## src/rtl/hint_pkg.sv

```systemverilog
package hint_pkg;
   localparam int ADDR_W = 3;

   typedef enum logic [ADDR_W-1:0] {
      RA_MASK      = 3'd0,
      RA_MASK_SET  = 3'd1,
      RA_MASK_CLR  = 3'd2,
      RA_STAT_PEEK = 3'd3,
      RA_STAT_TAKE = 3'd4,
      RA_ACK       = 3'd5
   } hint_addr_e;
endpackage

```

## src/rtl/hint_mask_reg.sv

```systemverilog
module hint_mask_reg #(
   parameter int             W         = 32,
   parameter logic [W-1:0]   RESET_VAL = 1
) (
   input  logic         clk,
   input  logic         rst_n,
   input  logic         ld_full,
   input  logic         ld_set,
   input  logic         ld_clr,
   input  logic [W-1:0] wdata,
   output logic [W-1:0] mask
);
   logic [W-1:0] mask_nx;

   always_comb begin
      mask_nx = mask;
      if (ld_full)     mask_nx = wdata;
      else if (ld_set) mask_nx = mask | wdata;
      else if (ld_clr) mask_nx = mask & ~wdata;
   end

   always_ff @(posedge clk or negedge rst_n) begin
      if (!rst_n) mask <= RESET_VAL;
      else        mask <= mask_nx;
   end
endmodule

```

## src/rtl/hint_status_bank.sv

```systemverilog
module hint_status_bank #(
   parameter int           W     = 32,
   parameter logic [W-1:0] VALID = '1
) (
   input  logic         clk,
   input  logic         rst_n,
   input  logic [W-1:0] src,
   input  logic [W-1:0] ack_bits,
   input  logic         take_all,
   output logic [W-1:0] status
);
   for (genvar i = 0; i < W; i++) begin : g_bit
      if (VALID[i]) begin : g_used
         logic bit_q;
         always_ff @(posedge clk or negedge rst_n) begin
            if (!rst_n)                      bit_q <= 1'b0;
            else if (src[i])                 bit_q <= 1'b1;
            else if (take_all || ack_bits[i]) bit_q <= 1'b0;
         end
         assign status[i] = bit_q;
      end else begin : g_unused
         assign status[i] = 1'b0;
      end
   end
endmodule

```

## src/rtl/hint_irq_out.sv

```systemverilog
module hint_irq_out #(
   parameter int W = 32
) (
   input  logic [W-1:0] status,
   input  logic [W-1:0] mask,
   input  logic         pol_low,
   output logic         irq
);
   logic pending;

   assign pending = |(status & ~mask);
   assign irq     = pending ^ pol_low;
endmodule

```

## src/rtl/hint_status_ctrl.sv

```systemverilog
module hint_status_ctrl #(
   parameter int                 NUM_SRC    = 32,
   parameter logic [NUM_SRC-1:0] VALID_MASK = 32'h0003_47FF,
   parameter logic [NUM_SRC-1:0] MASK_RESET = 32'h0000_0001
) (
   input  logic                       clk,
   input  logic                       rst_n,
   input  logic [NUM_SRC-1:0]         src_evt,
   input  logic [hint_pkg::ADDR_W-1:0] addr,
   input  logic                       wr_en,
   input  logic [NUM_SRC-1:0]         wr_data,
   input  logic                       rd_en,
   output logic [NUM_SRC-1:0]         rd_data,
   input  logic                       irq_pol_low,
   output logic                       irq_out
);
   import hint_pkg::*;

   if (NUM_SRC < 1 || NUM_SRC > 32) begin : g_bad_width
      $error("hint_status_ctrl: NUM_SRC must lie in 1..32");
   end

   logic [NUM_SRC-1:0] mask_q;
   logic [NUM_SRC-1:0] status_q;
   logic [NUM_SRC-1:0] ack_bits;
   logic               take_all;
   logic               wr_mask, wr_mset, wr_mclr;
   logic [NUM_SRC-1:0] rd_mux;

   assign wr_mask  = wr_en && (addr == RA_MASK);
   assign wr_mset  = wr_en && (addr == RA_MASK_SET);
   assign wr_mclr  = wr_en && (addr == RA_MASK_CLR);
   assign ack_bits = (wr_en && (addr == RA_ACK)) ? wr_data : '0;
   assign take_all = rd_en && (addr == RA_STAT_TAKE);

   hint_mask_reg #(.W(NUM_SRC), .RESET_VAL(MASK_RESET)) i_mask (
      .clk(clk), .rst_n(rst_n), .ld_full(wr_mask), .ld_set(wr_mset),
      .ld_clr(wr_mclr), .wdata(wr_data), .mask(mask_q)
   );

   hint_status_bank #(.W(NUM_SRC), .VALID(VALID_MASK)) i_bank (
      .clk(clk), .rst_n(rst_n), .src(src_evt), .ack_bits(ack_bits),
      .take_all(take_all), .status(status_q)
   );

   hint_irq_out #(.W(NUM_SRC)) i_irq (
      .status(status_q), .mask(mask_q), .pol_low(irq_pol_low), .irq(irq_out)
   );

   always_comb begin
      case (addr)
         RA_MASK:                    rd_mux = mask_q;
         RA_STAT_PEEK, RA_STAT_TAKE: rd_mux = status_q;
         default:                    rd_mux = '0;
      endcase
   end

   always_ff @(posedge clk or negedge rst_n) begin
      if (!rst_n)     rd_data <= '0;
      else if (rd_en) rd_data <= rd_mux;
      else            rd_data <= '0;
   end
endmodule

```

## config.mk

```make
export PLATFORM = sky130hd
export DESIGN_NAME = hint_status_ctrl
export DESIGN_NICKNAME = d
export VERILOG_FILES = /design/src/rtl/hint_pkg.sv /design/src/rtl/hint_mask_reg.sv /design/src/rtl/hint_status_bank.sv /design/src/rtl/hint_irq_out.sv /design/src/rtl/hint_status_ctrl.sv
export SDC_FILE = /design/constraint.sdc
export NUM_CORES = 1
export LEC_CHECK = 0
export BUFFER_PORTS_ARGS = -buffer_cell sky130_fd_sc_hd__buf_4
export CORE_MARGIN = 4
export CORE_UTILIZATION = 35
export CTS_CLUSTER_DIAMETER = 100
export DETAILED_ROUTE_END_ITERATION = 16
export PLACE_DENSITY_LB_ADDON = 0.25
export SLEW_MARGIN = 20
export SYNTH_ARGS = -nofsm -noshare
export SYNTH_HDL_FRONTEND = slang
export SYNTH_SLANG_ARGS = --single-unit
```

## constraint.sdc

```tcl
create_clock -name clk -period 2.76 [get_ports clk]
set_input_delay 0 -clock clk [delete_from_list [all_inputs] [get_ports clk]]
set_output_delay 0 -clock clk [all_outputs]
set_load 0.02 [all_outputs]
```

==> reports/results.md <==
* number of standard-cell rows in the floorplan: 33
* Antenna Cells: 0
* clock root buffer: sky130_fd_sc_hd__clkbuf_8
* nets@finish: 473
* Slew Limit Fails: 0
* global routing usage on met3: 3.857%
* path type of the worst min-delay path: primary input to flip-flop
* Worst Hold Launch: addr[2]
* fin crit share: 69.67%
* area share of the largest cell type after synthesis: 62.58%
* number of antenna-violating nets in the routed design: 0
* PortBufs: 86
* Pre-antenna DRT Iters: 4
* worst max-slew margin expressed relative to the limit: 34.81%
* largest fanout of any net on the critical path: 34
* aggregate global routing overflow: 0
* number of buffers created by CTS: 9
* DIE WIDTH: 101.8 µm
* source-to-sink clock delay at the later pin of the worst-skew pair: 350 ps
* TritonCTS Sinks: 78
* cell area after synthesis: 0.003079 mm²
* starting DRC count in detailed routing: 104
* Critical path origin: addr[1]
* met1 usage in global routing: 21.33%
* final standard cell utilization of the core: 55.05%
* Final Critical Period: 1923 ps
* global-route wire length before repair: 13,130 µm
* leading post-synthesis cells by cell area: sky130_fd_sc_hd__dfrtp_1 (63%), sky130_fd_sc_hd__a22o_1 (13%), sky130_fd_sc_hd__o21ai_0 (5.2%)
* Worst Clk Skew: 8.177 ps
* Synth Warn #: 0
* antenna violations before repair: 0
* RSZ-0062 raised after global routing: no
* largest area contributor in the netlist: sky130_fd_sc_hd__dfrtp_1
* number of synthesized flops with an enable pin: 0
* LEAKAGE: 2.198 nW
* Clk pin slew, worst setup/hold paths: 90 ps
* count of final setup violators: 0
* R2R setup slack: 1380 ps
* growth of design area from synthesis to finish: 49.86%
* MaxCap Viol Count: 0
* H-tree depth: 3
* WL/cell: 16.17 µm
* outcome: completed
* vertical die dimension: 101.8 µm
* Cells after Synth: 255
* Critical R2R Capture: i_bank.g_bit[9].g_used.bit_q$_DFFE_PN0P_
* number of instances on the worst hold path: 3
* logic depth of the worst register-to-register path: 4
* Setup Crit Path Kind: primary input to flip-flop
* largest net degree at the start of global routing: 79
* sequential-to-total area share from yosys stat: 63.43%
* total half-perimeter wirelength after legalization and detailed placement: 4986 µm
* number of storage elements in the synthesis netlist: 78
* startpoint class of the critical path: primary input
* total I/O pin count: 105
* final standard cell count with taps included and fillers excluded: 511
* synthesized area per cell: 12.08 µm²
* number of placed instances, taps included: 434
* Power Dens Cells: 554.9 mW/mm²
* Overall Global Routing Usage: 16.59%
* number of setup buffers added after CTS: 0
* post-route setup TNS: 0 ps
* fraction of final layout cells with drive strength greater than 1: 29.06%
* worst endpoint data arrival time: 2150 ps
* post-detailed-route via-to-cell ratio: 5.020
* CTS Buffer Depth: 2
* RePlAce Congestion: 0.7217
* fraction of registers with async set/reset: 100.0%
* fmax: 520.1 MHz
* actual transition at the worst max-transition pin: 977.9 ps
* most frequently used flop master after synthesis: sky130_fd_sc_hd__dfrtp_1
* WHS Endpoint: rd_data[15]$_DFF_PN0_
* launching point of the worst reg2reg path: i_bank.g_bit[9].g_used.bit_q$_DFFE_PN0P_
* Synth Net Count: 327
* routed vias: 2,565
* total die area: 0.01036 mm²
* Resize count post-CTS: 0
* starting density of the core: 36.74%
* unique cell type count in the Yosys netlist: 25
* TritonCTS clock tree: yes
* Routed WL: 8263 µm
* peak ir drop on the vdd network: 279.6 µV
* GR met2 Demand/Resource: 27.06%
* via count of the first global-routing pass: 2,641
* number of hold violations in the final report: 0
* Core Box Area: 0.008382 mm²
* endpoint kind of the worst setup timing path: flip-flop
* data required time at the worst endpoint: 2990 ps
* number of remaining DRC errors: 0
* Top Usage Layer GRT: met2
-- report_power, final --
group / total (mW) / switching [mW] / internal (mW)
Clock: 0.845 / 0.433 / 0.412
Sequential: 1.32 / 0.0672 / 1.25
Combinational: 0.395 / 0.168 / 0.226
Total: 2.56 / 0.669 / 1.89
-- synth_stat cells, drive strengths merged (5+ instances only) --
cell,instances
a21o,8
a21oi,9
a22o,46
a31o,6
and2,19
buf,11
clkbuf,6
dfrtp,77
inv,14
nand2,9
o21ai,33
o22ai,5
-- timing repair --
item,4_1_cts,5_1_grt
endpoints found under the setup margin,0,0
hold buffers,61,0
endpoints found under the hold margin,123,0
-- layout by cell type (no fill, tap or decap), types with 2 or more instances in the layout --
cell type,Yosys,final
sky130_fd_sc_hd__dlygate4sd3_1,0,61
sky130_fd_sc_hd__clkbuf_8,0,9
sky130_fd_sc_hd__dfrtp_1,77,77
sky130_fd_sc_hd__buf_4,1,91
sky130_fd_sc_hd__inv_1,14,14
sky130_fd_sc_hd__nand2_1,9,9
sky130_fd_sc_hd__a221oi_1,2,2
sky130_fd_sc_hd__clkinvlp_4,0,2
sky130_fd_sc_hd__a31o_2,6,6
sky130_fd_sc_hd__o22ai_1,5,5
sky130_fd_sc_hd__clkinv_2,0,4
sky130_fd_sc_hd__nand3_1,2,2
sky130_fd_sc_hd__a22o_1,46,46
sky130_fd_sc_hd__nor2_2,0,2
sky130_fd_sc_hd__a21oi_1,9,8
sky130_fd_sc_hd__a21o_1,8,8
sky130_fd_sc_hd__and2_1,19,19
sky130_fd_sc_hd__o21ai_0,32,32
-- per-layer routing --
layer	share of wire (%)	wire length, µm
met5	0	0
met2	50	4112
met3	5.0	417
met4	2.2	182
met1	43	3551
-- through the flow --
stage / worst slack, ps / area (µm²) / power [mW] / hold WS, ps
3_5_place_dp: 1004 / 3815 / 1.672 / 184.1
3_3_place_gp: 1024 / 3815 / 1.661 / 177.9
5_1_grt: 712.1 / 4614 / 2.666 / 149.2
6_report: 837.2 / 4614 / 2.561 / 120.8
2_1_floorplan: 1591 / 3079 / 1.498 / -295.6
4_1_cts: 830.5 / 4614 / 2.578 / 121.9
-- cell families (layout without fill, tap and decap cells) --
group	after synthesis	after routing	synth area share, %
flops	78	78	63.43
simple gates	36	36	6.583
compound gates	109	109	25.15
xor+xnor	1	1	0.2845
buf+inv	31	182	4.551
-- layout make-up --
type	instances	area, µm²
inverters	14	52.55
well taps	105	131.4
fillers	722	3767
clock buffers	9	123.9
clock inverters	7	65.06
flip-flops and latches	78	1953
repair buffers	152	1294
multi-input cells	146	994.7
-- worst max-delay path, cell delays in order --
cell,delay [ps]
sky130_fd_sc_hd__buf_4,140
sky130_fd_sc_hd__nor2_4,100
sky130_fd_sc_hd__buf_4,340
sky130_fd_sc_hd__nand3_1,570
sky130_fd_sc_hd__a31o_2,440
sky130_fd_sc_hd__dlygate4sd3_1,550
-- worst max path at each step --
stage	end	slack [ps]	cells after the start
after floorplan	irq_out	1590	5
after global placement	i_bank.g_bit[14].g_used.bit_q$_DFFE_PN0P_	1020	5
after detailed placement	i_bank.g_bit[5].g_used.bit_q$_DFFE_PN0P_	1000	5
after CTS	i_bank.g_bit[5].g_used.bit_q$_DFFE_PN0P_	830	6
after global routing	i_bank.g_bit[16].g_used.bit_q$_DFFE_PN0P_	710	6
final	i_bank.g_bit[16].g_used.bit_q$_DFFE_PN0P_	840	6
(Power assumes the default switching activity.)
